$ cat config.mk
export PLATFORM = sky130hd
export DESIGN_NAME = raster_timing_gen
export DESIGN_NICKNAME = d
export VERILOG_FILES = /design/src/rtl/rtg_pkg.sv /design/src/rtl/rtg_regs.sv /design/src/rtl/rtg_cnt.sv /design/src/rtl/rtg_win.sv /design/src/rtl/raster_timing_gen.sv
export SDC_FILE = /design/constraint.sdc
export NUM_CORES = 1
export LEC_CHECK = 0
export ABC_AREA = 0
export BUFFER_PORTS_ARGS = -buffer_cell sky130_fd_sc_hd__buf_2
export CAP_MARGIN = 20
export CORE_ASPECT_RATIO = 0.6
export CORE_MARGIN = 2
export CORE_UTILIZATION = 58
export CTS_CLUSTER_DIAMETER = 80
export DETAILED_ROUTE_END_ITERATION = 12
export HOLD_SLACK_MARGIN = 0.12
export PLACE_DENSITY = 0.77
export REMOVE_ABC_BUFFERS = 1
export SLEW_MARGIN = 30
export SYNTH_ARGS = -nofsm -noshare
export SYNTH_HDL_FRONTEND = slang
export SYNTH_SLANG_ARGS = --single-unit
$ cat constraint.sdc
create_clock -name clk -period 3.4 [get_ports clk]
set_input_delay 0.51 -clock clk [delete_from_list [all_inputs] [get_ports clk]]
set_output_delay 0.51 -clock clk [all_outputs]
set_load 0.03 [all_outputs]
$ cat src/rtl/rtg_pkg.sv
package rtg_pkg;
  localparam int CNT_W  = 16;
  localparam int DATA_W = 32;
  localparam int NWIN   = 6;

  // window slots; the first three compare against the pixel count
  localparam int W_HSYNC  = 0;
  localparam int W_HBLANK = 1;
  localparam int W_HACT   = 2;
  localparam int W_VSYNC  = 3;
  localparam int W_VBLANK = 4;
  localparam int W_VACT   = 5;
  localparam int NHWIN    = 3;

  // register addresses
  localparam int A_CTRL = 0;
  localparam int A_HTOT = 1;
  localparam int A_VTOT = 2;
  localparam int A_WIN0 = 3;
  localparam int A_KEY  = 15;

  localparam logic [DATA_W-1:0] KEY_VALUE = 32'h0000_00AA;

  typedef struct packed {
    logic [CNT_W-1:0] stop;
    logic [CNT_W-1:0] start;
  } win_t;

  typedef struct packed {
    logic             en;
    logic [CNT_W-1:0] htot;
    logic [CNT_W-1:0] vtot;
    win_t [NWIN-1:0]  win;
  } cfg_t;
endpackage

$ cat src/rtl/rtg_regs.sv
module rtg_regs
  import rtg_pkg::*;
#(
  parameter int ADDR_W   = 4,
  parameter int DEF_HTOT = 799,
  parameter int DEF_VTOT = 524
) (
  input  logic              clk,
  input  logic              rst,
  input  logic              wr,
  input  logic              rd,
  input  logic [ADDR_W-1:0] addr,
  input  logic [DATA_W-1:0] wdata,
  output logic [DATA_W-1:0] rdata,
  output cfg_t              cfg
);
  logic unl_q;
  logic acc, key_hit, is_key;
  logic [DATA_W-1:0] rd_val;

  assign acc     = wr | rd;
  assign is_key  = (addr == ADDR_W'(A_KEY));
  assign key_hit = wr && is_key && (wdata == KEY_VALUE);

  always_ff @(posedge clk) begin
    if (rst) begin
      unl_q    <= 1'b0;
      cfg.en   <= 1'b0;
      cfg.htot <= CNT_W'(DEF_HTOT);
      cfg.vtot <= CNT_W'(DEF_VTOT);
      cfg.win  <= '0;
    end else begin
      if (acc) unl_q <= key_hit;
      if (wr && unl_q && !is_key) begin
        if (addr == ADDR_W'(A_CTRL)) cfg.en   <= wdata[0];
        if (addr == ADDR_W'(A_HTOT)) cfg.htot <= wdata[CNT_W-1:0];
        if (addr == ADDR_W'(A_VTOT)) cfg.vtot <= wdata[CNT_W-1:0];
        for (int i = 0; i < NWIN; i++)
          if (addr == ADDR_W'(A_WIN0 + i)) cfg.win[i] <= wdata;
      end
    end
  end

  always_comb begin
    rd_val = '0;
    if (addr == ADDR_W'(A_CTRL)) rd_val = DATA_W'(cfg.en);
    if (addr == ADDR_W'(A_HTOT)) rd_val = DATA_W'(cfg.htot);
    if (addr == ADDR_W'(A_VTOT)) rd_val = DATA_W'(cfg.vtot);
    if (is_key)                  rd_val = DATA_W'(unl_q);
    for (int i = 0; i < NWIN; i++)
      if (addr == ADDR_W'(A_WIN0 + i)) rd_val = cfg.win[i];
  end

  always_ff @(posedge clk) begin
    if (rst)     rdata <= '0;
    else if (rd) rdata <= rd_val;
  end


  unlock_chk: assert property (@(posedge clk) disable iff (rst)
    key_hit |=> unl_q);

  relock_chk: assert property (@(posedge clk) disable iff (rst)
    (acc && !key_hit) |=> !unl_q);

  locked_write_chk: assert property (@(posedge clk) disable iff (rst)
    (wr && !unl_q) |=> $stable(cfg));
endmodule

$ cat src/rtl/rtg_cnt.sv
module rtg_cnt
  import rtg_pkg::*;
#(
  parameter int DEF_HTOT = 799,
  parameter int DEF_VTOT = 524
) (
  input  logic             clk,
  input  logic             rst,
  input  logic             en,
  input  logic [CNT_W-1:0] sh_htot,
  input  logic [CNT_W-1:0] sh_vtot,
  input  logic [CNT_W-1:0] act_htot,
  output logic [CNT_W-1:0] pix,
  output logic [CNT_W-1:0] line,
  output logic             load
);
  // a new frame begins when disabled or when both counts reach zero
  assign load = !en || (pix == '0 && line == '0);

  always_ff @(posedge clk) begin
    if (rst) begin
      pix  <= CNT_W'(DEF_HTOT);
      line <= CNT_W'(DEF_VTOT);
    end else if (load) begin
      pix  <= sh_htot;
      line <= sh_vtot;
    end else if (pix == '0) begin
      pix  <= act_htot;
      line <= line - 1'b1;
    end else begin
      pix  <= pix - 1'b1;
    end
  end


  pix_step_chk: assert property (@(posedge clk) disable iff (rst)
    (en && pix != '0) |=> (pix == $past(pix) - 1'b1));

  line_step_chk: assert property (@(posedge clk) disable iff (rst)
    (en && pix == '0 && line != '0) |=> (line == $past(line) - 1'b1));
endmodule

$ cat src/rtl/rtg_win.sv
module rtg_win
  import rtg_pkg::*;
(
  input  logic [CNT_W-1:0] cnt,
  input  win_t             win,
  output logic             hit
);
  assign hit = (cnt <= win.start) && (cnt >= win.stop);
endmodule

$ cat src/rtl/raster_timing_gen.sv
module raster_timing_gen
  import rtg_pkg::*;
#(
  parameter int ADDR_W   = 4,
  parameter int DEF_HTOT = 799,
  parameter int DEF_VTOT = 524
) (
  input  logic              clk,
  input  logic              rst,
  input  logic              bus_wr,
  input  logic              bus_rd,
  input  logic [ADDR_W-1:0] bus_addr,
  input  logic [31:0]       bus_wdata,
  output logic [31:0]       bus_rdata,
  output logic              hsync_o,
  output logic              vsync_o,
  output logic              hblank_o,
  output logic              vblank_o,
  output logic              active_o
);
  cfg_t sh_cfg, act_cfg;
  logic [CNT_W-1:0] pix, line;
  logic load;
  logic [NWIN-1:0] hit;

  rtg_regs #(.ADDR_W(ADDR_W), .DEF_HTOT(DEF_HTOT), .DEF_VTOT(DEF_VTOT)) u_regs (
    .clk(clk), .rst(rst), .wr(bus_wr), .rd(bus_rd), .addr(bus_addr),
    .wdata(bus_wdata), .rdata(bus_rdata), .cfg(sh_cfg));

  rtg_cnt #(.DEF_HTOT(DEF_HTOT), .DEF_VTOT(DEF_VTOT)) u_cnt (
    .clk(clk), .rst(rst), .en(sh_cfg.en), .sh_htot(sh_cfg.htot),
    .sh_vtot(sh_cfg.vtot), .act_htot(act_cfg.htot),
    .pix(pix), .line(line), .load(load));

  // working copy, refreshed only at frame start
  always_ff @(posedge clk) begin
    if (rst)       act_cfg <= '0;
    else if (load) act_cfg <= sh_cfg;
  end

  for (genvar g = 0; g < NWIN; g++) begin : g_win
    rtg_win u_win (
      .cnt(g < NHWIN ? pix : line),
      .win(act_cfg.win[g]),
      .hit(hit[g]));
  end

  always_ff @(posedge clk) begin
    if (rst) begin
      hsync_o  <= 1'b0;
      vsync_o  <= 1'b0;
      hblank_o <= 1'b0;
      vblank_o <= 1'b0;
      active_o <= 1'b0;
    end else begin
      hsync_o  <= sh_cfg.en & hit[W_HSYNC];
      vsync_o  <= sh_cfg.en & hit[W_VSYNC];
      hblank_o <= sh_cfg.en & hit[W_HBLANK];
      vblank_o <= sh_cfg.en & hit[W_VBLANK];
      active_o <= sh_cfg.en & hit[W_HACT] & hit[W_VACT];
    end
  end


  off_blank_chk: assert property (@(posedge clk) disable iff (rst)
    !sh_cfg.en |=> !(hsync_o | vsync_o | hblank_o | vblank_o | active_o));

  frame_hold_chk: assert property (@(posedge clk) disable iff (rst)
    !load |=> $stable(act_cfg));
endmodule

==> results of run 1 <==
==> power by group <==
part / switching (W) / total (W) / internal [W]
clock network: 0.00238 / 0.00549 / 0.00311
registers: 0.0000201 / 0.00593 / 0.00591
logic: 0.000308 / 0.000391 / 0.0000828
==> metrics by stage <==
step                      setup TNS [ps]  cells  power, W
final                                  0   3700    0.0118
after global routing                   0   3700    0.0121
after detailed placement               0   3611   0.00644
after CTS                              0   3695    0.0118
after global placement                 0   3611   0.00644
after floorplan                  -792690   2896   0.00618
==> worst min-delay path, cell delays in order <==
cell	delay [ps]
buf_2	150
nand2_1	60
a21oi_1	50
==> cell families (layout without fill, tap and decap cells) <==
| logic type | count (synthesis) | after routing | share of synthesized area |
|---|---|---|---|
| XOR/XNOR | 10 | 10 | 0.00363 |
| multiplexers | 3 | 3 | 0.00124 |
| AND/OR/NAND/NOR | 1177 | 1177 | 0.201 |
| flip-flops | 503 | 503 | 0.417 |
| buffers and inverters | 406 | 430 | 0.0725 |
| other | 0 | 5 | 0 |
| adder cells (fa/ha/maj) | 194 | 194 | 0.101 |
| AO/OA/AOI/OAI | 818 | 818 | 0.204 |
==> registers in the layout, indices dropped and copies added (netlist names), 16 cells and up <==
register and cells:
u_cnt.pix 16, u_regs.rdata 32, u_regs.cfg 225, act_cfg 208, u_cnt.line 16
==> routing by layer <==
| metal | global-route usage | part of all wire | up-vias |
|---|---|---|---|
| li1 | - | - | 10600 |
| met1 | 0.483 | 0.41 | 10900 |
| met2 | 0.562 | 0.44 | 1197 |
| met3 | 0.0829 | 0.11 | 199 |
| met4 | 0.135 | 0.036 | 6 |
| met5 | 0 | 0.00041 | - |
==> cells in the final DEF, fill, tap and decap left out, types with 5 or more instances in the layout <==
master	netlist	final
a2111oi_0	13	13
a211oi_1	10	10
a21o_1	27	27
a21oi_1	509	509
a221oi_1	34	34
a222oi_1	15	15
a22oi_1	51	51
a311oi_1	33	33
and2_1	9	9
buf_12	0	6
buf_2	22	75
buf_4	0	73
clkbuf_1	168	10
clkbuf_16	0	49
clkbuf_8	0	11
clkinv_2	0	5
dfxtp_1	503	503
diode_2	0	5
ha_1	194	194
inv_1	191	191
nand2_1	883	882
nand2b_1	13	13
nand3_1	73	73
nand4_1	21	21
nor2_1	90	87
nor2b_1	14	12
nor3_1	23	21
nor4_1	16	16
o211ai_1	11	11
o21a_1	15	15
o21ai_0	55	55
o31ai_1	6	6
or3_1	7	7
or4_1	7	7
xor2_1	7	7
==> synth_stat cells, drive strengths merged, types with 10 or more instances <==
| cell type | instances |
|---|---|
| ha | 194 |
| o21a | 15 |
| a21o | 27 |
| nor4 | 16 |
| nor2 | 91 |
| o211ai | 11 |
| a21oi | 509 |
| nand3 | 73 |
| dfxtp | 503 |
| nor2b | 14 |
| o21ai | 59 |
| nand4 | 21 |
| nand2b | 13 |
| a22oi | 51 |
| a2111oi | 13 |
| nor3 | 23 |
| a311oi | 33 |
| a222oi | 15 |
| nand2 | 883 |
| buf | 47 |
| a211oi | 10 |
| clkbuf | 168 |
| a221oi | 34 |
| inv | 191 |
==> final cells by class <==
| type | instances | area [um2] | share of cell area |
|---|---|---|---|
| clock inverters | 14 | 163 | 0.00614 |
| clock buffers | 70 | 1420 | 0.0534 |
| flip-flops and latches | 503 | 10100 | 0.380 |
| multi-input cells | 2202 | 12400 | 0.467 |
| inverters | 191 | 717 | 0.0270 |
| diodes | 5 | 12.5 | 0.000472 |
| well taps | 560 | 701 | 0.0264 |
| repair buffers | 155 | 1060 | 0.0399 |
==> worst max path at each step <==
| stage | start | endpoint | cells past startpoint |
|---|---|---|---|
| 6_report | u_cnt.line[3] | active_o | 7 |
| 5_1_grt | u_cnt.line[3] | active_o | 7 |
| 4_1_cts | u_cnt.line[3] | active_o | 7 |
| 3_5_place_dp | u_cnt.line[3] | active_o | 7 |
| 3_3_place_gp | u_cnt.line[5] | active_o | 7 |
| 2_1_floorplan | u_cnt.line[6] | u_cnt.pix[1] | 6 |
==> impl_metrics.py, run 1 <==
metrics = {
    "setup_path": {
        "critPathMaxStageDelay_ps": 920,
        "critical-path-slowest-cell": "o41ai_1",
        "regToRegStartpoint": "u_cnt.line[3]",
        "critical_path_class": "reg -> reg",
        "worstPathMaxFanout": 7,
        "end_kind": "flip-flop",
        "worstRegToRegCells": 7,
        "rrSetupSlack_ps": 280,
        "reg2reg_to": "active_o",
        "critPathRequiredTime_ps": 3850,
        "cp_num_buf_inv": 0,
        "critPathArrivalTime_ps": 3570,
        "worstSetupStartpointType": "flip-flop",
        "path_cells": "ha_1 -> nand3_1 -> nor2_1 -> o31a_1 -> o41ai_1 -> o2111ai_1 -> a2111oi_0",
        "cp_top_family": "compound AO/OA/AOI/OAI gates",
    },
    "logic_synthesis": {
        "ys_async_sr_fraction": 0,
        "syn_area_per_cell_um2": 7.76,
        "netlist_instances": 3111,
        "synth.area.top_cells": "dfxtp_1, nand2_1, a21oi_1",
        "synth_top_flop_cell": "dfxtp_1",
        "synth_edf_count": 0,
        "yosysTopAreaCell": "dfxtp_1",
        "synth-seq-area-share": 0.417,
        "synth_area_um2": 24100,
        "yosysUniqueCellTypes": 64,
        "yosys_warnings": 0,
        "ys_ff_latch": 503,
        "post-synth-top-area-fraction": 0.417,
    },
    "flow_run": {
        "maxCapViolations": 0,
    },
    "die": {
        "die_h_um": 162,
        "die_x_um": 267,
        "dieArea_um2": 43300,
        "ios": 77,
        "rows": 57,
        "initial_core_util": 0.593,
        "coreArea_um2": 40700,
    },
    "timing": {
        "final.min_clock_period_ps": 3120,
        "fin_skew_ps": 21.3,
        "worst_slack_ps": 284,
        "final_hold_viol_count": 0,
        "maxSlewViolCount": 0,
        "relSlewSlack": 0.305,
        "setup-violations-final": 0,
        "worst_hold_slack_ps": 244,
        "timing.fmax_mhz": 321,
        "min_period_over_period": 0.916,
        "worst_pin_slew_ps": 1030,
        "rsz0062_at_grt": "no",
    },
    "placement": {
        "pre_cts_slack_ps": 445,
        "gp_congestion": 0.958,
        "hpwl_um": 56400,
        "postPlaceCellArea_um2": 24900,
        "portBuffers": 76,
    },
    "clock_tree": {
        "clock_latency_ps": 580,
        "htreeDepth": 2,
        "post-cts-setup-buffers": 0,
        "cts_root_buffer": "clkbuf_16",
        "cts_resized": 0,
        "postCtsHoldBufs": 0,
        "cts_tree": "yes",
        "path_clk_slew_ps": 70,
        "cts_made_buffers": 46,
        "clock_sinks": 503,
        "cts_buffer_depth": 3,
    },
    "worst_hold_path": {
        "min_from": "bus_wdata[25]",
        "hold_class": "in -> reg",
        "holdPathStages": 3,
        "min_to": "u_regs.cfg[57]",
    },
    "layout": {
        "final_area_um2": 26500,
        "nNetsFinal": 3333,
        "fillerInstances": 3505,
        "drive_gt1_frac": 0.0785,
        "synthToLayoutAreaGrowth_pct": 9.79,
        "final_util": 0.651,
    },
    "detailed_routing": {
        "post-route-drc-count": 0,
        "vias": 22900,
        "drt-initial-drc-count": 2910,
        "dr.pass1.iters": 8,
        "vias_per_cell": 6.20,
        "antenna_left": 0,
        "post_drt_wl_per_cell_um": 21.3,
        "routed_wl_um": 78900,
    },
    "power_and_ir_drop": {
        "p_leak_nw": 9.10,
        "powerDensity_nw_per_um2": 446,
        "ir_worst_vdd_v": 0.000317,
    },
    "global_routing": {
        "antenna_found_initial": 9,
        "grt_pass1_vias": 21600,
        "grt_usage": 0.359,
        "grt_pass1_wl_um": 120000,
        "grt_max_degree": 178,
        "overflow": 0,
    },
    "status": {
        "status": "completed",
    },
}
Power figures use the tool's default switching activity.
==> inputs of run 2 (changes only) <==
- clock period: 3.4 -> 3.1 ns (I/O delays scaled with it)
==> run 2 against run 1 <==
Net effect:
- clock-buffer cell count decreased by 2
- critical path depth increased by 2
- combinational power is 10% higher
- setup slack better by 4.0 ps
- wire length shrank 1.6%
- critical endpoint is now act_cfg[146]
- first-iteration DRC count is 1.7% lower
- clock skew decreased by 9.5 ps
- non-clock buffer count grew 14
- via count grew 0.35%
==> impl_metrics.py, run 2 (synthesized netlist as in run 1, its figures left out) <==
metrics = {
    "setup_path": {
        "path_cells": "inv_1 -> ha_1 -> nor3b_2 -> nand2_1 -> o31a_1 -> nor2_4 -> buf_12 -> nand2_1 -> a21oi_1",
        "cp_top_family": "simple AND/OR/NAND/NOR gates",
        "worstSetupStartpointType": "flip-flop",
        "critPathRequiredTime_ps": 3590,
        "cpMostUsedCell": "nand2_1",
        "critPathMaxStageDelay_ps": 360,
        "cp_num_buf_inv": 2,
        "critical_path_class": "reg -> reg",
        "end_kind": "flip-flop",
        "critical-path-slowest-cell": "o31a_1",
        "worstPathMaxFanout": 78,
        "critPathArrivalTime_ps": 3300,
    },
    "flow_run": {
        "maxCapViolations": 0,
    },
    "timing": {
        "relSlewSlack": 0.472,
        "min_period_over_period": 0.907,
        "timing.fmax_mhz": 356,
        "final_hold_viol_count": 0,
        "fin_skew_ps": 11.8,
        "rsz0062_at_grt": "no",
        "fin_tns_setup_ps": 0,
        "worst_pin_slew_ps": 784,
        "final.min_clock_period_ps": 2810,
        "setup-violations-final": 0,
        "maxSlewViolCount": 0,
    },
    "die": {
        "rows": 57,
        "dieArea_um2": 43300,
        "coreArea_um2": 40700,
        "die_h_um": 162,
        "initial_core_util": 0.593,
        "ios": 77,
        "die_x_um": 267,
    },
    "detailed_routing": {
        "vias": 23000,
        "vias_per_cell": 6.21,
        "drt-initial-drc-count": 2860,
        "dr.pass1.iters": 7,
        "post_drt_wl_per_cell_um": 20.9,
        "routed_wl_um": 77600,
        "antenna_left": 0,
        "post-route-drc-count": 0,
    },
    "clock_tree": {
        "cts_made_buffers": 46,
        "path_clk_slew_ps": 70,
        "htreeDepth": 2,
        "cts_tree": "yes",
        "cts_buffer_depth": 3,
        "post-cts-setup-buffers": 0,
        "clock_sinks": 503,
        "clock_latency_ps": 580,
        "cts_root_buffer": "clkbuf_16",
    },
    "placement": {
        "portBuffers": 76,
        "gp_congestion": 0.974,
        "hpwl_um": 55300,
    },
    "layout": {
        "fillerInstances": 3385,
        "largest_reg_flops": 225,
        "final_common_cell": "nand2_1",
        "mostFrequentLayoutCells": "nand2_1, a21oi_1, dfxtp_1",
        "drive_gt1_frac": 0.0824,
        "reg_top3": "u_regs.cfg (225), act_cfg (208), u_regs.rdata (32)",
        "regMostFlops": "u_regs.cfg",
        "synthToLayoutAreaGrowth_pct": 10.6,
        "final_util": 0.655,
        "nNetsFinal": 3347,
    },
    "global_routing": {
        "overflow": 0,
        "grt_pass1_vias": 21900,
        "grt_usage": 0.353,
        "antenna_found_initial": 7,
        "grt_max_degree": 154,
        "grt_pass1_wl_um": 119000,
    },
    "power_and_ir_drop": {
        "ir_worst_vdd_v": 0.000448,
        "powerDensity_nw_per_um2": 492,
        "p_leak_nw": 9.20,
    },
    "status": {
        "status": "completed",
    },
    "worst_hold_path": {
        "hold_class": "in -> reg",
    },
}
[run 2: worst register-to-register path, cell delays in order, from the launching register on]
cell and delay, ps:
dfxtp_1 330, inv_1 330, ha_1 260, nor3b_2 270, nand2_1 290, o31a_1 360
nor2_4 220, buf_12 330, nand2_1 180, a21oi_1 160
[run 2: timing repair]
item | in CTS | in global routing
gates resized for setup | 0 | 1
hold buffers | 0 | 0
setup endpoints to repair | 0 | 135
[run 2: path summary, 6_finish.rpt]
check,startpoint,endpoint,slack (ps),depth (start not counted)
worst min register to register,act_cfg[92],act_cfg[92],460,2
worst max-delay path,u_cnt.pix[0],act_cfg[146],290,9
worst min-delay path,bus_wdata[26],u_regs.cfg[186],200,3
worst max register to register,u_cnt.pix[0],act_cfg[146],290,9
[run 2: power breakdown]
| part | switching [W] | internal [W] |
|---|---|---|
| clock network | 0.00258 | 0.00361 |
| logic | 0.000337 | 0.0000940 |
| registers | 0.0000235 | 0.00648 |
| total | 0.00294 | 0.0102 |
[run 2: layer usage]
layer  GRT usage  part of all wire
met5           0           0.00035
met4       0.144             0.043
met3      0.0681              0.11
met2       0.553              0.44
met1       0.479              0.41
[run 2: stage by stage]
step	setup WS (ps)	power, W	instances	hold WS [ps]	area (um2)
detailed placement	225	0.00707	3625	447	25100
global route	116	0.0134	3707	210	26700
finish	288	0.0131	3709	203	26700
floorplan	-3800	0.00678	2896	427	23100
CTS	190	0.0131	3704	190	26700
global placement	314	0.00706	3625	442	25100
[run 2: cell type report]
| class | count | area (um2) | share of cell area |
|---|---|---|---|
| Clock inverter | 11 | 223 | 0.00834 |
| Timing Repair Buffer | 169 | 1200 | 0.0450 |
| Clock buffer | 68 | 1400 | 0.0523 |
| Antenna cell | 5 | 12.5 | 0.000469 |
| Multi-Input combinational cell | 2202 | 12400 | 0.464 |
| Tap cell | 560 | 701 | 0.0263 |
| Inverter | 191 | 717 | 0.0269 |
| Sequential cell | 503 | 10100 | 0.377 |
